==> config.mk <==
export PLATFORM = sky130hd
export DESIGN_NAME = cascade_irq_ctrl
export DESIGN_NICKNAME = d
export VERILOG_FILES = /design/src/rtl/irqc_pkg.sv /design/src/rtl/irqc_ctrl.sv /design/src/rtl/irqc_datapath.sv /design/src/rtl/cascade_irq_ctrl.sv
export SDC_FILE = /design/constraint.sdc
export NUM_CORES = 1
export LEC_CHECK = 0
export BUFFER_PORTS_ARGS = -buffer_cell sky130_fd_sc_hd__buf_4
export CAP_MARGIN = 15
export CORE_MARGIN = 5
export CORE_UTILIZATION = 55
export CTS_BUF_LIST = sky130_fd_sc_hd__clkbuf_4 sky130_fd_sc_hd__clkbuf_8
export CTS_CLUSTER_DIAMETER = 80
export DETAILED_ROUTE_END_ITERATION = 16
export GPL_TIMING_DRIVEN = 0
export PLACE_DENSITY = 0.75
export SYNTH_ARGS = -nofsm -noshare
export SYNTH_HDL_FRONTEND = slang
export SYNTH_SLANG_ARGS = --single-unit
export TNS_END_PERCENT = 20
==> constraint.sdc <==
create_clock -name clk -period 2.62 [get_ports clk]
set_clock_uncertainty 0.15 [all_clocks]
set_input_delay 0.524 -clock clk [delete_from_list [all_inputs] [get_ports clk]]
set_output_delay 0.524 -clock clk [all_outputs]
set_load 0.03 [all_outputs]
==> src/rtl/irqc_pkg.sv <==
package irqc_pkg;
  localparam int NUM_SRC = 32;
  localparam int OFF_STATUS = 0;
  localparam int OFF_ENABLE = 2;
  localparam int OFF_CRIT   = 3;
  localparam int OFF_POL    = 4;
  localparam int OFF_TRIG   = 5;
  localparam int OFF_MASKED = 6;

  typedef struct packed {
    logic wrStatus;
    logic wrEnable;
    logic wrCrit;
    logic wrPol;
    logic wrTrig;
  } regStrobe_t;
endpackage

==> src/rtl/irqc_ctrl.sv <==
module irqc_ctrl
  import irqc_pkg::*;
#(
  parameter int ADDR_W = 4
) (
  input  logic [ADDR_W-1:0]  regAddr,
  input  logic               regWe,
  input  logic [NUM_SRC-1:0] statusQ,
  input  logic [NUM_SRC-1:0] enableQ,
  input  logic [NUM_SRC-1:0] critQ,
  input  logic [NUM_SRC-1:0] polQ,
  input  logic [NUM_SRC-1:0] trigQ,
  output regStrobe_t         strobes,
  output logic [NUM_SRC-1:0] rdData
);
  // Write decode: one strobe per writable register.
  always_comb begin
    strobes          = '0;
    strobes.wrStatus = regWe && (regAddr == ADDR_W'(OFF_STATUS));
    strobes.wrEnable = regWe && (regAddr == ADDR_W'(OFF_ENABLE));
    strobes.wrCrit   = regWe && (regAddr == ADDR_W'(OFF_CRIT));
    strobes.wrPol    = regWe && (regAddr == ADDR_W'(OFF_POL));
    strobes.wrTrig   = regWe && (regAddr == ADDR_W'(OFF_TRIG));
  end

  // Read mux: the vector offsets and every unmapped offset fall to zero.
  always_comb begin
    if (regAddr == ADDR_W'(OFF_STATUS))      rdData = statusQ;
    else if (regAddr == ADDR_W'(OFF_ENABLE)) rdData = enableQ;
    else if (regAddr == ADDR_W'(OFF_CRIT))   rdData = critQ;
    else if (regAddr == ADDR_W'(OFF_POL))    rdData = polQ;
    else if (regAddr == ADDR_W'(OFF_TRIG))   rdData = trigQ;
    else if (regAddr == ADDR_W'(OFF_MASKED)) rdData = statusQ & enableQ;
    else                                     rdData = '0;
  end
endmodule

==> src/rtl/irqc_datapath.sv <==
module irqc_datapath
  import irqc_pkg::*;
#(
  parameter int SYNC_STAGES = 2
) (
  input  logic               clk,
  input  logic               rst_n,
  input  logic [NUM_SRC-1:0] srcIn,
  input  logic [NUM_SRC-1:0] wrData,
  input  regStrobe_t         strobes,
  output logic [NUM_SRC-1:0] statusQ,
  output logic [NUM_SRC-1:0] enableQ,
  output logic [NUM_SRC-1:0] critQ,
  output logic [NUM_SRC-1:0] polQ,
  output logic [NUM_SRC-1:0] trigQ,
  output logic               irqNormal,
  output logic               irqCrit
);
  localparam int LAST = SYNC_STAGES - 1;

  // Line n is kept in bit 31-n throughout.
  logic [NUM_SRC-1:0] lineBits;
  for (genvar n = 0; n < NUM_SRC; n++) begin : g_map
    assign lineBits[NUM_SRC-1-n] = srcIn[n];
  end

  logic [SYNC_STAGES-1:0][NUM_SRC-1:0] syncQ;
  logic [NUM_SRC-1:0] prevQ, curBits, levelHit, edgeHit, setEv, clrMask, statusD;

  always_ff @(posedge clk or negedge rst_n) begin
    if (!rst_n) begin
      syncQ <= '0;
      prevQ <= '0;
    end else begin
      syncQ[0] <= lineBits;
      for (int s = 1; s < SYNC_STAGES; s++) syncQ[s] <= syncQ[s-1];
      prevQ <= syncQ[LAST];
    end
  end

  assign curBits  = syncQ[LAST];
  assign levelHit = ~(curBits ^ polQ);
  assign edgeHit  = (curBits ^ prevQ) & levelHit;
  assign setEv    = (trigQ & edgeHit) | (~trigQ & levelHit);
  assign clrMask  = strobes.wrStatus ? wrData : '0;
  assign statusD  = setEv | (statusQ & ~clrMask);

  always_ff @(posedge clk or negedge rst_n) begin
    if (!rst_n) begin
      statusQ   <= '0;
      enableQ   <= '0;
      critQ     <= '0;
      polQ      <= '0;
      trigQ     <= '0;
      irqNormal <= 1'b0;
      irqCrit   <= 1'b0;
    end else begin
      statusQ <= statusD;
      if (strobes.wrEnable) enableQ <= wrData;
      if (strobes.wrCrit)   critQ   <= wrData;
      if (strobes.wrPol)    polQ    <= wrData;
      if (strobes.wrTrig)   trigQ   <= wrData;
      irqNormal <= |(statusQ & enableQ & ~critQ);
      irqCrit   <= |(statusQ & enableQ & critQ);
    end
  end
endmodule

==> src/rtl/cascade_irq_ctrl.sv <==
module cascade_irq_ctrl
  import irqc_pkg::*;
#(
  parameter int ADDR_W      = 4,
  parameter int SYNC_STAGES = 2
) (
  input  logic               clk,
  input  logic               rst_n,
  input  logic [NUM_SRC-1:0] srcIn,
  input  logic [ADDR_W-1:0]  regAddr,
  input  logic               regWe,
  input  logic [NUM_SRC-1:0] regWdata,
  output logic [NUM_SRC-1:0] regRdata,
  output logic               irqNormal,
  output logic               irqCrit
);
  regStrobe_t strobes;
  logic [NUM_SRC-1:0] statusQ, enableQ, critQ, polQ, trigQ;

  irqc_ctrl #(.ADDR_W(ADDR_W)) u_ctrl (
    .regAddr(regAddr), .regWe(regWe),
    .statusQ(statusQ), .enableQ(enableQ), .critQ(critQ), .polQ(polQ), .trigQ(trigQ),
    .strobes(strobes), .rdData(regRdata)
  );

  irqc_datapath #(.SYNC_STAGES(SYNC_STAGES)) u_dp (
    .clk(clk), .rst_n(rst_n), .srcIn(srcIn), .wrData(regWdata), .strobes(strobes),
    .statusQ(statusQ), .enableQ(enableQ), .critQ(critQ), .polQ(polQ), .trigQ(trigQ),
    .irqNormal(irqNormal), .irqCrit(irqCrit)
  );
endmodule

==> results of run 1 <==
## sequential cells by signal, indices dropped and copies added, names as in the netlist
| signal | flops |
|---|---|
| u_dp.critQ | 32 |
| u_dp.curBits | 32 |
| u_dp.enableQ | 32 |
| u_dp.polQ | 32 |
| u_dp.prevQ | 32 |
| u_dp.statusQ | 32 |
| u_dp.syncQ | 32 |
| u_dp.trigQ | 32 |
| u_dp.irqCrit | 1 |
| u_dp.irqNormal | 1 |
## power groups by stage
stage / clock [mW] / sequential, mW / combinational, mW
floorplan: 0 / 4.98 / 1.09
global placement: 0 / 5.11 / 1.56
detailed placement: 0 / 5.14 / 1.62
CTS: 3.59 / 5.08 / 1.71
global route: 3.78 / 5.18 / 1.90
finish: 3.53 / 5.10 / 1.74
## critical path: stages
cell	delay, ns
sky130_fd_sc_hd__buf_8	0.11
sky130_fd_sc_hd__buf_8	0.11
sky130_fd_sc_hd__nor4bb_2	0.24
sky130_fd_sc_hd__buf_4	0.20
sky130_fd_sc_hd__buf_4	0.13
sky130_fd_sc_hd__buf_8	0.11
sky130_fd_sc_hd__a32oi_1	0.10
sky130_fd_sc_hd__o221ai_1	0.22
sky130_fd_sc_hd__buf_4	0.21
## metrics by stage
stage	setup WS, ns	area [sq um]
floorplan	-0.1709	11030
global placement	-1.210	12130
detailed placement	-0.6717	12200
CTS	-0.08118	13660
global route	-0.08435	13780
finish	-0.02017	13780
## path summary, 6_finish.rpt
| check | to | depth (start not counted) | from | slack, ns |
|---|---|---|---|---|
| worst max register to register | u_dp.irqCrit | 4 | u_dp.statusQ[1] | 0.99 |
| min in group asynchronous | u_dp.prevQ[14] | 2 | rst_n | 0.37 |
| worst max-delay path | regRdata[21] | 9 | regAddr[0] | -0.02 |
| max in group asynchronous | u_dp.trigQ[29] | 3 | rst_n | 1.00 |
| worst min register to register | u_dp.curBits[21] | 0 | u_dp.syncQ[21] | 0.20 |
| worst min-delay path | u_dp.enableQ[13] | 2 | regWdata[13] | 0.08 |
## cell families after synthesis
logic type | count (synthesis)
AO/OA/AOI/OAI | 171
XOR/XNOR | 2
buffers and inverters | 77
flip-flops | 258
multiplexers | 128
AND/OR/NAND/NOR | 317
## cells in the final DEF (no fill, tap or decap), types with 13 or more instances in the layout
cell / Yosys / final
sky130_fd_sc_hd__o311ai_1: 29 / 29
sky130_fd_sc_hd__mux2_2: 95 / 95
sky130_fd_sc_hd__nand3_1: 63 / 63
sky130_fd_sc_hd__nor2_1: 34 / 34
sky130_fd_sc_hd__dfrtp_1: 258 / 258
sky130_fd_sc_hd__o21ai_1: 29 / 29
sky130_fd_sc_hd__nand2b_1: 33 / 32
sky130_fd_sc_hd__o221ai_2: 0 / 22
sky130_fd_sc_hd__clkbuf_8: 0 / 50
sky130_fd_sc_hd__nand2_1: 121 / 121
sky130_fd_sc_hd__clkbuf_4: 0 / 21
sky130_fd_sc_hd__nor2b_1: 31 / 31
sky130_fd_sc_hd__nand3b_1: 13 / 13
sky130_fd_sc_hd__a32oi_1: 32 / 30
sky130_fd_sc_hd__buf_6: 3 / 19
sky130_fd_sc_hd__inv_1: 32 / 32
sky130_fd_sc_hd__dlygate4sd3_1: 0 / 33
sky130_fd_sc_hd__buf_4: 3 / 100
sky130_fd_sc_hd__mux2i_1: 32 / 32
sky130_fd_sc_hd__o21ai_0: 35 / 35
## area by class of cell
class | count | share of cell area
Inverter | 32 | 0.008716
Buffer | 45 | 0.02324
Clock buffer | 66 | 0.05820
Tap cell | 265 | 0.02406
Clock inverter | 4 | 0.003450
Sequential cell | 258 | 0.4685
Multi-Input combinational cell | 618 | 0.3169
Timing Repair Buffer | 147 | 0.09697
## layer usage
| metal | global-route usage | vias up |
|---|---|---|
| li1 | - | 3848 |
| met1 | 0.3515 | 4196 |
| met2 | 0.4070 | 354 |
| met3 | 0.05895 | 77 |
| met4 | 0.09791 | 0 |
| met5 | 0 | - |
## timing repair
action,4_1_cts,5_1_grt
hold endpoints to repair,100,0
hold buffers,33,0
pin swaps,29,6
setup endpoints to repair,32,32
setup buffers,7,0
resized for setup,57,37
cloned,2,0
==> impl_results.html, run 1 <==
<table>
<tr><th>Metric</th><th>Value</th></tr>
<tr><th colspan="2">Final layout</th></tr>
<tr><td>Share of layout cells above drive strength 1</td><td>0.2949</td></tr>
<tr><td>Storage cell area</td><td>6456 sq um</td></tr>
<tr><td>Final #Nets</td><td>1,215</td></tr>
<tr><td>FILL cells</td><td>1,447</td></tr>
<tr><td>Number of cells in the finished layout apart from fillers</td><td>1,435</td></tr>
<tr><td>Layout Area Growth over Synthesis</td><td>25.39%</td></tr>
<tr><td>Finished Core Util</td><td>0.7035</td></tr>
<tr><td>Multi-input gate area</td><td>4367 sq um</td></tr>
<tr><td>Antenna diode count</td><td>0</td></tr>
<tr><th colspan="2">Synth</th></tr>
<tr><td>XOR/XNOR Fraction of Synth Area</td><td>0.001594</td></tr>
<tr><td>Post-synthesis mux area share</td><td>0.1275</td></tr>
<tr><td>Fraction of the mapped netlist area in simple logic gates</td><td>0.1404</td></tr>
<tr><td>Cell count after synthesis</td><td>953</td></tr>
<tr><td>Combined area of all synthesized cells</td><td>10,990 sq um</td></tr>
<tr><td>EDFF count, synth</td><td>0</td></tr>
<tr><td>Distinct cells, synth</td><td>33</td></tr>
<tr><td>Syn_area_per_cell</td><td>11.53 sq um</td></tr>
<tr><td>Share of async-settable or async-resettable flops after synthesis</td><td>1.000</td></tr>
<tr><td>Post-Syn Nets</td><td>1,024</td></tr>
<tr><td>Number of register bits inferred by synthesis</td><td>258</td></tr>
<tr><td>Main synth FF type</td><td>sky130_fd_sc_hd__dfrtp_1</td></tr>
<tr><td>Compound-cell area share of the yosys netlist</td><td>0.1126</td></tr>
<tr><td>Combinational family with the most area after synthesis</td><td>simple AND/OR/NAND/NOR gates</td></tr>
<tr><td>Leading area contributor after synthesis</td><td>sky130_fd_sc_hd__dfrtp_1</td></tr>
<tr><td>Post-synthesis adder-cell area fraction</td><td>0</td></tr>
<tr><td>Number of warnings issued by yosys</td><td>0</td></tr>
<tr><td>Synth top cells by count</td><td>sky130_fd_sc_hd__dfrtp_1, sky130_fd_sc_hd__nand2_1, sky130_fd_sc_hd__mux2_2</td></tr>
<tr><td>Most area-consuming cells after synthesis</td><td>sky130_fd_sc_hd__dfrtp_1, sky130_fd_sc_hd__mux2_2, sky130_fd_sc_hd__nand2_1</td></tr>
<tr><td>Most used standard cell by instance count after synthesis</td><td>sky130_fd_sc_hd__dfrtp_1</td></tr>
<tr><td>Sequential area share after synthesis</td><td>0.5874</td></tr>
<tr><td>Area share of the leading cell type in the synthesized netlist</td><td>0.5874</td></tr>
<tr><th colspan="2">Placed design</th></tr>
<tr><td>DP Wirelength</td><td>18.85 mm</td></tr>
<tr><td>Number of input and output port buffers inserted</td><td>103</td></tr>
<tr><td>RePlAce Congestion</td><td>0.8714</td></tr>
<tr><td>Number of placed cells counting well taps</td><td>1,323</td></tr>
<tr><th colspan="2">Power and ir drop</th></tr>
<tr><td>Switching power summed over all nets</td><td>2.934 mW</td></tr>
<tr><td>Cell internal power dissipation</td><td>7.438 mW</td></tr>
<tr><td>Clock network fraction of design power</td><td>0.340</td></tr>
<tr><td>Worst supply voltage drop on vdd</td><td>0.0004528 V</td></tr>
<tr><td>Final Total Pwr</td><td>10.37 mW</td></tr>
<tr><td>Combinational group share of total power</td><td>0.168</td></tr>
<tr><td>Power per unit of standard cell area</td><td>752.6 nW/um^2</td></tr>
<tr><td>Proportion of power drawn by flip-flops and latches</td><td>0.492</td></tr>
<tr><td>Switching part of the total power</td><td>0.2829</td></tr>
<tr><td>Leakage power of the design</td><td>6.063 nW</td></tr>
<tr><th colspan="2">Die</th></tr>
<tr><td>IO Count</td><td>105</td></tr>
<tr><td>Die extent in x</td><td>151.4 um</td></tr>
<tr><td>Vert. Die Dim</td><td>151.4 um</td></tr>
<tr><td>Starting Density</td><td>0.5610</td></tr>
<tr><td>Std-Cell Rows</td><td>51</td></tr>
<tr><td>Die area</td><td>22,910 sq um</td></tr>
<tr><td>Total core area</td><td>19,590 sq um</td></tr>
<tr><th colspan="2">STA</th></tr>
<tr><td>Finish-stage setup viols</td><td>3</td></tr>
<tr><td>Final critical delay including setup and external delays</td><td>2.640 ns</td></tr>
<tr><td>Period utilization</td><td>1.008</td></tr>
<tr><td>Final hold viol count</td><td>0</td></tr>
<tr><td>RSZ-0062 raised after global routing</td><td>true</td></tr>
<tr><td>Hold Worst Slack</td><td>0.08078 ns</td></tr>
<tr><td>Least-Margin Pin Slew</td><td>0.6530 ns</td></tr>
<tr><td>Total Negative Setup Slacks</td><td>-0.04127 ns</td></tr>
<tr><td>Max-slew violation total from the final report</td><td>0</td></tr>
<tr><td>Final WS setup</td><td>-0.02017 ns</td></tr>
<tr><td>Max-slew headroom</td><td>0.5646</td></tr>
<tr><td>Fmax</td><td>0.3788 GHz</td></tr>
<tr><th colspan="2">Global route</th></tr>
<tr><td>Number of global-route vias before repair</td><td>8,569</td></tr>
<tr><td>Largest net degree at the start of global routing</td><td>116</td></tr>
<tr><td>Wire length of the first global-routing pass</td><td>45.49 mm</td></tr>
<tr><td>Gr ovfl total</td><td>0</td></tr>
<tr><td>Overall global routing resource usage</td><td>0.2582</td></tr>
<tr><td>Initial antenna violation count</td><td>0</td></tr>
<tr><th colspan="2">Critical path</th></tr>
<tr><td>CP Max Fanout</td><td>5</td></tr>
<tr><td>Critical Path Start Type</td><td>input pin</td></tr>
<tr><td>CP Class</td><td>input pin to output port</td></tr>
<tr><td>Required arrival time at the worst endpoint</td><td>1.95 ns</td></tr>
<tr><td>Kind of capture point of the worst setup path</td><td>output port</td></tr>
<tr><td>Data arrival time of the critical path</td><td>1.97 ns</td></tr>
<tr><th colspan="2">Route</th></tr>
<tr><td>Met3 routed WL</td><td>2.262 mm</td></tr>
<tr><td>Uppermost layer routed</td><td>met4</td></tr>
<tr><td>First DRT Iteration DRCs</td><td>698</td></tr>
<tr><td>Total wire length after detailed routing</td><td>28.94 mm</td></tr>
<tr><td>Metal2 WL</td><td>13.65 mm</td></tr>
<tr><td>Routed length on met1</td><td>12.11 mm</td></tr>
<tr><td>Count of unresolved DRC violations after routing</td><td>0</td></tr>
<tr><td>Per-cell routed wire length</td><td>20.17 um</td></tr>
<tr><td>Number of vias per cell</td><td>5.906</td></tr>
<tr><td>Antenna Violating Nets Remaining</td><td>0</td></tr>
<tr><td>Detailed-routing iteration count for the pre-antenna-repair pass</td><td>5</td></tr>
<tr><td>Vias after detailed routing</td><td>8,475</td></tr>
<tr><th colspan="2">Outcome</th></tr>
<tr><td>Run status</td><td>complete, but fails checks</td></tr>
<tr><td>Violations in the final reports</td><td>negative setup slack</td></tr>
<tr><th colspan="2">Clock tree</th></tr>
<tr><td>Number of clock sinks</td><td>258</td></tr>
<tr><td>Clk Latency, worst-skew pair</td><td>0.55 ns</td></tr>
<tr><td>CTS tree</td><td>built</td></tr>
<tr><td>Buffer levels on the longest clock path</td><td>3</td></tr>
<tr><td>Total clock buffers created by CTS</td><td>42</td></tr>
<tr><td>H-tree levels</td><td>2</td></tr>
<tr><td>Root buffer cell</td><td>sky130_fd_sc_hd__clkbuf_8</td></tr>
<tr><td>Clock slew at the register clock pins of the worst setup and hold paths</td><td>0.06 ns</td></tr>
<tr><th colspan="2">Min path</th></tr>
<tr><td>Hold WC Path Type</td><td>input pin to flop</td></tr>
<tr><th colspan="2">Run</th></tr>
<tr><td>Max-capacitance violation count</td><td>0</td></tr>
</table>
(Power assumes the default switching activity.)
==> run 2: changes to the inputs <==
Settings changed: PLACE_DENSITY 0.75 to 0.78.
Clock period 2.62 ns to 2.3 ns, I/O delays scaled along.
==> impl_results.html, run 2 (same netlist as run 1, synthesis figures left out) <==
<table>
<tr><th>Metric</th><th>Value</th></tr>
<tr><th colspan="2">Outcome</th></tr>
<tr><td>Run status</td><td>complete, but fails checks (unchanged)</td></tr>
<tr><td>Violations in the final reports</td><td>negative setup slack (unchanged)</td></tr>
<tr><th colspan="2">STA</th></tr>
<tr><td>Least-Margin Pin Slew</td><td>0.8121 ns (was 0.6530 ns)</td></tr>
<tr><td>Total Negative Setup Slacks</td><td>-6.370 ns (was -0.04127 ns)</td></tr>
<tr><td>Fmax</td><td>0.3894 GHz</td></tr>
<tr><td>Final WS setup</td><td>-0.2681 ns (was -0.02017 ns)</td></tr>
<tr><td>Finish-stage setup viols</td><td>32 (was 3)</td></tr>
<tr><td>Period utilization</td><td>1.117</td></tr>
<tr><td>Max-slew violation total from the final report</td><td>0 (unchanged)</td></tr>
<tr><td>RSZ-0062 raised after global routing</td><td>true (unchanged)</td></tr>
<tr><td>Final hold viol count</td><td>0 (unchanged)</td></tr>
<tr><td>Final critical delay including setup and external delays</td><td>2.568 ns</td></tr>
<tr><td>Max-slew headroom</td><td>0.4586 (was 0.5646)</td></tr>
<tr><th colspan="2">Critical path</th></tr>
<tr><td>Data arrival time of the critical path</td><td>1.96 ns (was 1.97 ns)</td></tr>
<tr><td>Critical Path Start Type</td><td>input pin (unchanged)</td></tr>
<tr><td>First element of the critical path</td><td>regAddr[1] (was regAddr[0])</td></tr>
<tr><td>R2r startpoint</td><td>u_dp.enableQ[1] (was u_dp.statusQ[1])</td></tr>
<tr><td>Required arrival time at the worst endpoint</td><td>1.69 ns (was 1.95 ns)</td></tr>
<tr><td>CP Max Fanout</td><td>10 (was 5)</td></tr>
<tr><td>CP Class</td><td>input pin to output port (unchanged)</td></tr>
<tr><td>Kind of capture point of the worst setup path</td><td>output port (unchanged)</td></tr>
<tr><th colspan="2">Power and ir drop</th></tr>
<tr><td>Switching power summed over all nets</td><td>3.468 mW (was 2.934 mW)</td></tr>
<tr><td>Combinational group share of total power</td><td>0.170 (was 0.168)</td></tr>
<tr><td>Cell internal power dissipation</td><td>8.688 mW (was 7.438 mW)</td></tr>
<tr><td>Clock network fraction of design power</td><td>0.351 (was 0.340)</td></tr>
<tr><td>Leakage power of the design</td><td>6.167 nW (was 6.063 nW)</td></tr>
<tr><td>Power per unit of standard cell area</td><td>858.2 nW/um^2 (was 752.6 nW/um^2)</td></tr>
<tr><td>Switching part of the total power</td><td>0.2853 (was 0.2829)</td></tr>
<tr><td>Worst supply voltage drop on vdd</td><td>0.0005534 V (was 0.0004528 V)</td></tr>
<tr><td>Proportion of power drawn by flip-flops and latches</td><td>0.479 (was 0.492)</td></tr>
<tr><td>Final Total Pwr</td><td>12.16 mW (was 10.37 mW)</td></tr>
<tr><th colspan="2">Clock tree</th></tr>
<tr><td>Root buffer cell</td><td>sky130_fd_sc_hd__clkbuf_8 (unchanged)</td></tr>
<tr><td>Number of clock sinks</td><td>258 (unchanged)</td></tr>
<tr><td>Clock slew at the register clock pins of the worst setup and hold paths</td><td>0.06 ns (about the same)</td></tr>
<tr><td>Total clock buffers created by CTS</td><td>42 (unchanged)</td></tr>
<tr><td>Clk Latency, worst-skew pair</td><td>0.55 ns (about the same)</td></tr>
<tr><td>H-tree levels</td><td>2 (unchanged)</td></tr>
<tr><td>CTS tree</td><td>built (unchanged)</td></tr>
<tr><td>Buffer levels on the longest clock path</td><td>3 (unchanged)</td></tr>
<tr><th colspan="2">Final layout</th></tr>
<tr><td>FILL cells</td><td>1,347 (was 1,447)</td></tr>
<tr><td>Final #Nets</td><td>1,224 (was 1,215)</td></tr>
<tr><td>Antenna diode count</td><td>0 (unchanged)</td></tr>
<tr><td>Finished Core Util</td><td>0.7231 (was 0.7035)</td></tr>
<tr><td>Most frequent cells in the layout</td><td>sky130_fd_sc_hd__dfrtp_1, sky130_fd_sc_hd__nand2_1, sky130_fd_sc_hd__mux2_2 (was sky130_fd_sc_hd__dfrtp_1, sky130_fd_sc_hd__nand2_1, sky130_fd_sc_hd__buf_4)</td></tr>
<tr><td>Leading cell type in the layout, fill and taps excluded</td><td>sky130_fd_sc_hd__dfrtp_1 (unchanged)</td></tr>
<tr><td>Layout Area Growth over Synthesis</td><td>28.88% (was 25.39%)</td></tr>
<tr><td>Number of cells in the finished layout apart from fillers</td><td>1,450 (was 1,435)</td></tr>
<tr><td>Share of layout cells above drive strength 1</td><td>0.3198 (was 0.2949)</td></tr>
<tr><th colspan="2">Placed design</th></tr>
<tr><td>DP Wirelength</td><td>18.94 mm (was 18.85 mm)</td></tr>
<tr><td>Number of input and output port buffers inserted</td><td>103 (unchanged)</td></tr>
<tr><td>Worst slack at placement</td><td>-0.6547 ns (was -0.6717 ns)</td></tr>
<tr><td>RePlAce Congestion</td><td>0.8872 (was 0.8714)</td></tr>
<tr><td>Number of placed cells counting well taps</td><td>1,323 (unchanged)</td></tr>
<tr><th colspan="2">Route</th></tr>
<tr><td>Detailed-routing iteration count for the pre-antenna-repair pass</td><td>5 (unchanged)</td></tr>
<tr><td>Antenna Violating Nets Remaining</td><td>0 (unchanged)</td></tr>
<tr><td>Per-cell routed wire length</td><td>20.58 um (was 20.17 um)</td></tr>
<tr><td>Number of vias per cell</td><td>5.962 (was 5.906)</td></tr>
<tr><td>Count of unresolved DRC violations after routing</td><td>0 (unchanged)</td></tr>
<tr><td>First DRT Iteration DRCs</td><td>854 (was 698)</td></tr>
<tr><td>Total wire length after detailed routing</td><td>29.84 mm (was 28.94 mm)</td></tr>
<tr><td>Vias after detailed routing</td><td>8,645 (was 8,475)</td></tr>
<tr><th colspan="2">Die</th></tr>
<tr><td>IO Count</td><td>105 (unchanged)</td></tr>
<tr><td>Die area</td><td>22,910 sq um (unchanged)</td></tr>
<tr><td>Starting Density</td><td>0.5610 (unchanged)</td></tr>
<tr><td>Die extent in x</td><td>151.4 um (unchanged)</td></tr>
<tr><td>Vert. Die Dim</td><td>151.4 um (unchanged)</td></tr>
<tr><td>Total core area</td><td>19,590 sq um (unchanged)</td></tr>
<tr><td>Std-Cell Rows</td><td>51 (unchanged)</td></tr>
<tr><th colspan="2">Global route</th></tr>
<tr><td>Gr ovfl total</td><td>0 (unchanged)</td></tr>
<tr><td>Largest net degree at the start of global routing</td><td>124 (was 116)</td></tr>
<tr><td>Overall global routing resource usage</td><td>0.2655 (was 0.2582)</td></tr>
<tr><td>Number of global-route vias before repair</td><td>8,923 (was 8,569)</td></tr>
<tr><td>Initial antenna violation count</td><td>0 (unchanged)</td></tr>
<tr><td>Wire length of the first global-routing pass</td><td>46.84 mm (was 45.49 mm)</td></tr>
<tr><th colspan="2">Min path</th></tr>
<tr><td>Hold Crit Start</td><td>regWdata[28] (was regWdata[13])</td></tr>
<tr><td>Hold WC Path Type</td><td>input pin to flop (unchanged)</td></tr>
<tr><th colspan="2">Run</th></tr>
<tr><td>Max-capacitance violation count</td><td>0 (unchanged)</td></tr>
</table>
run 2: timing repair:
action / 4_1_cts / 5_1_grt
hold buffers: 43 / 0
buffers inserted: 6 / 2
gates cloned: 2 / 1
pin swaps: 9 / 14
hold endpoints to repair: 221 / 0
resized for setup: 67 / 44
endpoints found under the setup margin: 32 / 32
run 2: path summary, 6_finish.rpt:
check	to	slack (ns)	depth (start not counted)
max in group asynchronous	u_dp.polQ[28]	0.99	3
min in group asynchronous	u_dp.trigQ[14]	0.17	2
setup / recovery	regRdata[12]	-0.27	8
hold reg to reg	u_dp.curBits[17]	0.19	0
hold / removal	u_dp.critQ[28]	0.02	2
setup reg to reg	u_dp.irqCrit	0.66	4
run 2: per-stage QoR:
stage          instance area (sq um)  hold WS, ns
2_1_floorplan                  11190      0.01441
3_3_place_gp                   12290       0.1817
3_5_place_dp                   12360       0.1532
4_1_cts                        14020    0.0001466
5_1_grt                        14160      0.01360
6_report                       14160      0.01627
run 2: cell type report:
type	count	area [sq um]	area share
inverters	32	120.1	0.008480
clock buffers	71	864.6	0.06104
well taps	265	331.6	0.02341
flip-flops and latches	258	6456	0.4558
multi-input cells	618	4531	0.3198
clock inverters	5	58.81	0.004152
repair buffers	158	1494	0.1055
plain buffers	43	309.0	0.02182
run 2: routing by layer:
| metal | GRT usage | share of wire |
|---|---|---|
| met5 | 0 | 0 |
| met4 | 0.1047 | 0.030 |
| met3 | 0.04668 | 0.077 |
| met2 | 0.4183 | 0.48 |
| met1 | 0.3696 | 0.41 |
run 2: power by group through the flow:
stage                     clock network (mW)  logic, mW  registers (mW)
after floorplan                            0       1.29            5.67
after global placement                     0       1.82            5.82
after global routing                    4.53       2.24            5.91
after detailed placement                   0       1.89            5.85
after CTS                               4.34       2.03            5.78
final                                   4.26       2.07            5.82
run 2: critical path, cell delays in order:
cell                       delay (ns)
sky130_fd_sc_hd__buf_4           0.17
sky130_fd_sc_hd__nor3b_4         0.34
sky130_fd_sc_hd__buf_4           0.20
sky130_fd_sc_hd__nand2b_4        0.08
sky130_fd_sc_hd__clkbuf_4        0.22
sky130_fd_sc_hd__nor2_1          0.17
sky130_fd_sc_hd__o221ai_2        0.15
sky130_fd_sc_hd__buf_6           0.16
==> run 3: changes to the inputs <==
Settings changed: PLACE_DENSITY 0.78 to 0.77, SYNTH_HIERARCHICAL set to 1.
==> impl_results.html, run 3 <==
<table>
<tr><th>Metric</th><th>Value</th></tr>
<tr><th colspan="2">STA</th></tr>
<tr><td>Least-Margin Pin Slew</td><td>0.6479 ns (was 0.8121 ns)</td></tr>
<tr><td>Period utilization</td><td>1.037 (was 1.117)</td></tr>
<tr><td>Final hold viol count</td><td>0 (unchanged)</td></tr>
<tr><td>Max-slew headroom</td><td>0.5681 (was 0.4586)</td></tr>
<tr><td>Max-slew violation total from the final report</td><td>0 (unchanged)</td></tr>
<tr><td>RSZ-0062 raised after global routing</td><td>true (unchanged)</td></tr>
<tr><td>Finish-stage setup viols</td><td>25 (was 32)</td></tr>
<tr><td>Final WS setup</td><td>-0.08451 ns (was -0.2681 ns)</td></tr>
<tr><td>Final critical delay including setup and external delays</td><td>2.385 ns (was 2.568 ns)</td></tr>
<tr><td>Fmax</td><td>0.4194 GHz (was 0.3894 GHz)</td></tr>
<tr><th colspan="2">Placed design</th></tr>
<tr><td>Number of input and output port buffers inserted</td><td>101 (was 103)</td></tr>
<tr><td>DP Wirelength</td><td>22.19 mm (was 18.94 mm)</td></tr>
<tr><td>Number of placed cells counting well taps</td><td>1,390 (was 1,323)</td></tr>
<tr><td>RePlAce Congestion</td><td>0.9433 (was 0.8872)</td></tr>
<tr><td>Worst slack at placement</td><td>-0.6392 ns (was -0.6547 ns)</td></tr>
<tr><th colspan="2">Route</th></tr>
<tr><td>Number of vias per cell</td><td>6.144 (was 5.962)</td></tr>
<tr><td>Count of unresolved DRC violations after routing</td><td>0 (unchanged)</td></tr>
<tr><td>First DRT Iteration DRCs</td><td>971 (was 854)</td></tr>
<tr><td>Detailed-routing iteration count for the pre-antenna-repair pass</td><td>6 (was 5)</td></tr>
<tr><td>Total wire length after detailed routing</td><td>33.85 mm (was 29.84 mm)</td></tr>
<tr><td>Per-cell routed wire length</td><td>22.30 um (was 20.58 um)</td></tr>
<tr><td>Antenna Violating Nets Remaining</td><td>0 (unchanged)</td></tr>
<tr><td>Vias after detailed routing</td><td>9,327 (was 8,645)</td></tr>
<tr><th colspan="2">Die</th></tr>
<tr><td>Total core area</td><td>21,690 sq um (was 19,590 sq um)</td></tr>
<tr><td>Die extent in x</td><td>158.2 um (was 151.4 um)</td></tr>
<tr><td>IO Count</td><td>105 (unchanged)</td></tr>
<tr><td>Vert. Die Dim</td><td>158.2 um (was 151.4 um)</td></tr>
<tr><td>Starting Density</td><td>0.5567 (was 0.5610)</td></tr>
<tr><td>Die area</td><td>25,010 sq um (was 22,910 sq um)</td></tr>
<tr><td>Std-Cell Rows</td><td>54 (was 51)</td></tr>
<tr><th colspan="2">Critical path</th></tr>
<tr><td>Cell family contributing the most delay on the critical path</td><td>compound AO/OA/AOI/OAI gates (was buffers and inverters)</td></tr>
<tr><td>Crit path max-delay cell type</td><td>sky130_fd_sc_hd__dfrtp_2 (was sky130_fd_sc_hd__nor3b_4)</td></tr>
<tr><td>R2r startpoint</td><td>u_dp/statusQ[22] (was u_dp.enableQ[1])</td></tr>
<tr><td>Max stage delay on crit path</td><td>0.44 ns (was 0.34 ns)</td></tr>
<tr><td>Kind of capture point of the worst setup path</td><td>output port (unchanged)</td></tr>
<tr><td>CP Class</td><td>flop to output port (was input pin to output port)</td></tr>
<tr><td>FF-to-FF End</td><td>u_dp/irqNormal (was u_dp.irqCrit)</td></tr>
<tr><td>Required arrival time at the worst endpoint</td><td>1.69 ns (about the same)</td></tr>
<tr><td>Critical path cell sequence</td><td>nand2_1 &gt; o21ai_0 &gt; o2bb2ai_1 &gt; a22o_1 &gt; buf_6 (was buf_4 &gt; nor3b_4 &gt; buf_4 &gt; nand2b_4 &gt; clkbuf_4 &gt; nor2_1 &gt; o221ai_2 &gt; buf_6)</td></tr>
<tr><td>Critical Path Start Type</td><td>flop (was input pin)</td></tr>
<tr><td>Setup slack of the worst register-to-register path</td><td>0.59 ns (was 0.66 ns)</td></tr>
<tr><td>CP Max Fanout</td><td>5 (was 10)</td></tr>
<tr><td>Buf/Inv on CP</td><td>1 (was 4)</td></tr>
<tr><td>Data arrival time of the critical path</td><td>1.77 ns (was 1.96 ns)</td></tr>
<tr><td>R2R depth</td><td>5 (was 4)</td></tr>
<tr><th colspan="2">Clock tree</th></tr>
<tr><td>Clock slew at the register clock pins of the worst setup and hold paths</td><td>0.06 ns (about the same)</td></tr>
<tr><td>Number of clock sinks</td><td>258 (unchanged)</td></tr>
<tr><td>CTS tree</td><td>built (unchanged)</td></tr>
<tr><td>Root buffer cell</td><td>sky130_fd_sc_hd__clkbuf_8 (unchanged)</td></tr>
<tr><td>Clk Latency, worst-skew pair</td><td>0.55 ns (about the same)</td></tr>
<tr><td>H-tree levels</td><td>2 (unchanged)</td></tr>
<tr><td>Total clock buffers created by CTS</td><td>44 (was 42)</td></tr>
<tr><td>Buffer levels on the longest clock path</td><td>3 (unchanged)</td></tr>
<tr><th colspan="2">Global route</th></tr>
<tr><td>Number of global-route vias before repair</td><td>9,442 (was 8,923)</td></tr>
<tr><td>Gr ovfl total</td><td>0 (unchanged)</td></tr>
<tr><td>Initial antenna violation count</td><td>0 (unchanged)</td></tr>
<tr><td>Wire length of the first global-routing pass</td><td>52.24 mm (was 46.84 mm)</td></tr>
<tr><td>Overall global routing resource usage</td><td>0.2695 (was 0.2655)</td></tr>
<tr><td>Largest net degree at the start of global routing</td><td>124 (unchanged)</td></tr>
<tr><th colspan="2">Synth</th></tr>
<tr><td>Main synth FF type</td><td>sky130_fd_sc_hd__dfrtp_1 (unchanged)</td></tr>
<tr><td>Post-Syn Nets</td><td>1,078 (was 1,024)</td></tr>
<tr><td>Most area-consuming cells after synthesis</td><td>sky130_fd_sc_hd__dfrtp_1, sky130_fd_sc_hd__mux2_4, sky130_fd_sc_hd__nand2_1 (was sky130_fd_sc_hd__dfrtp_1, sky130_fd_sc_hd__mux2_2, sky130_fd_sc_hd__nand2_1)</td></tr>
<tr><td>Number of register bits inferred by synthesis</td><td>258 (unchanged)</td></tr>
<tr><td>Synth top cells by count</td><td>sky130_fd_sc_hd__dfrtp_1, sky130_fd_sc_hd__nand2_1, sky130_fd_sc_hd__mux2_4 (was sky130_fd_sc_hd__dfrtp_1, sky130_fd_sc_hd__nand2_1, sky130_fd_sc_hd__mux2_2)</td></tr>
<tr><td>Share of async-settable or async-resettable flops after synthesis</td><td>1.000 (unchanged)</td></tr>
<tr><td>Syn_area_per_cell</td><td>11.99 sq um (was 11.53 sq um)</td></tr>
<tr><td>Distinct cells, synth</td><td>42 (was 33)</td></tr>
<tr><td>Cell count after synthesis</td><td>1,007 (was 953)</td></tr>
<tr><td>Most used standard cell by instance count after synthesis</td><td>sky130_fd_sc_hd__dfrtp_1 (unchanged)</td></tr>
<tr><td>Area share of the leading cell type in the synthesized netlist</td><td>0.5348 (was 0.5874)</td></tr>
<tr><td>Leading area contributor after synthesis</td><td>sky130_fd_sc_hd__dfrtp_1 (unchanged)</td></tr>
<tr><td>EDFF count, synth</td><td>0 (unchanged)</td></tr>
<tr><td>Combined area of all synthesized cells</td><td>12,070 sq um (was 10,990 sq um)</td></tr>
<tr><td>Number of warnings issued by yosys</td><td>6 (was 0)</td></tr>
<tr><td>Sequential area share after synthesis</td><td>0.5348 (was 0.5874)</td></tr>
<tr><th colspan="2">Min path</th></tr>
<tr><td>Hold Crit Start</td><td>regWdata[3] (was regWdata[28])</td></tr>
<tr><td>Endpoint with the worst hold slack</td><td>u_dp/enableQ[3] (was u_dp.critQ[28])</td></tr>
<tr><td>Number of cells traversed by the worst hold path</td><td>2 (unchanged)</td></tr>
<tr><td>Hold WC Path Type</td><td>input pin to flop (unchanged)</td></tr>
<tr><th colspan="2">Outcome</th></tr>
<tr><td>Run status</td><td>complete, but fails checks (unchanged)</td></tr>
<tr><td>Violations in the final reports</td><td>negative setup slack (unchanged)</td></tr>
<tr><th colspan="2">Final layout</th></tr>
<tr><td>Number of cells in the finished layout apart from fillers</td><td>1,518 (was 1,450)</td></tr>
<tr><td>Most frequent cells in the layout</td><td>sky130_fd_sc_hd__dfrtp_1, sky130_fd_sc_hd__nand2_1, sky130_fd_sc_hd__mux2_4 (was sky130_fd_sc_hd__dfrtp_1, sky130_fd_sc_hd__nand2_1, sky130_fd_sc_hd__mux2_2)</td></tr>
<tr><td>Antenna diode count</td><td>0 (unchanged)</td></tr>
<tr><td>FILL cells</td><td>1,512 (was 1,347)</td></tr>
<tr><td>Share of layout cells above drive strength 1</td><td>0.3481 (was 0.3198)</td></tr>
<tr><td>Layout Area Growth over Synthesis</td><td>25.06% (was 28.88%)</td></tr>
<tr><td>Leading cell type in the layout, fill and taps excluded</td><td>sky130_fd_sc_hd__dfrtp_1 (unchanged)</td></tr>
<tr><td>Final #Nets</td><td>1,278 (was 1,224)</td></tr>
<tr><td>Finished Core Util</td><td>0.6961 (was 0.7231)</td></tr>
<tr><th colspan="2">Run</th></tr>
<tr><td>Max-capacitance violation count</td><td>0 (unchanged)</td></tr>
<tr><th colspan="2">Power and ir drop</th></tr>
<tr><td>Power per unit of standard cell area</td><td>856.1 nW/um^2 (was 858.2 nW/um^2)</td></tr>
<tr><td>Final Total Pwr</td><td>12.93 mW (was 12.16 mW)</td></tr>
<tr><td>Leakage power of the design</td><td>6.764 nW (was 6.167 nW)</td></tr>
<tr><td>Worst supply voltage drop on vdd</td><td>0.0005041 V (was 0.0005534 V)</td></tr>
</table>
[run 3: metal layers]
metal  share of wire  vias up  global-route usage
met5               0        -                   0
met4           0.040        0              0.1117
met3           0.096      118             0.05057
met2            0.46      523              0.4147
met1            0.40     4619              0.3791
li1                -     4067                   -
[run 3: where the power goes]
| part | switching, mW | total (mW) | internal (mW) |
|---|---|---|---|
| logic | 1.09 | 2.52 | 1.43 |
| registers | 0.763 | 5.95 | 5.19 |
| clock network | 1.84 | 4.45 | 2.62 |
| total | 3.69 | 12.9 | 9.23 |
[run 3: cells by family (layout without fill, tap and decap cells)]
group | count (synthesis) | after routing | share of synthesized area
and+or+nand+nor | 318 | 318 | 0.1222
DFF | 258 | 258 | 0.5348
AOI/OAI and AO/OA | 214 | 214 | 0.1212
muxes | 154 | 154 | 0.1784
buffers and inverters | 61 | 292 | 0.04208
xor gates and xnor gates | 2 | 2 | 0.001451
[run 3: cell type report]
cell class,count,area [sq um],area share
Inverter,7,30.03,0.001989
Buffer,52,621.8,0.04119
Clock buffer,68,867.1,0.05743
Sequential cell,258,6490,0.4299
Tap cell,280,350.3,0.02320
Clock inverter,9,95.09,0.006298
Timing Repair Buffer,156,1448,0.09588
Multi-Input combinational cell,688,5196,0.3442
[run 3: metrics by stage]
step | instance area, sq um | setup TNS, ns | hold slack (ns)
6_report | 15100 | -0.9084 | 0.03715
5_1_grt | 15100 | -1.888 | 0.01258
4_1_cts | 14900 | -1.141 | 0.01357
3_5_place_dp | 13250 | -68.57 | 0.1574
3_3_place_gp | 13190 | -424.65 | 0.1815
2_1_floorplan | 12080 | -0.04454 | 0.01441
[run 3: worst reg2reg max path: stages, from the launching register on]
cell	delay [ns]
sky130_fd_sc_hd__dfrtp_1	0.42
sky130_fd_sc_hd__buf_4	0.16
sky130_fd_sc_hd__nand2_1	0.07
sky130_fd_sc_hd__o22ai_1	0.08
sky130_fd_sc_hd__nor4_1	0.39
sky130_fd_sc_hd__nand4_1	0.26
[run 3: timing repair]
item	CTS	global route
setup endpoints to repair	37	32
gates cloned	1	1
hold buffers	33	0
resized for setup	92	55
pin swaps	15	18
hold endpoints to repair	105	0
buffers inserted	10	8
[run 3: worst max path at each step]
stage | startpoint | to | slack, ns | depth (start not counted)
final | u_dp/statusQ[9] | regRdata[9] | -0.08 | 5
after global routing | regAddr[1] | regRdata[20] | -0.12 | 7
after CTS | regAddr[3] | regRdata[24] | -0.09 | 8
after detailed placement | regAddr[0] | u_dp/statusQ[18] | -0.64 | 8
after global placement | rst_n | u_dp/statusQ[18] | -1.44 | 1
after floorplan | regAddr[1] | regRdata[17] | -0.009 | 7
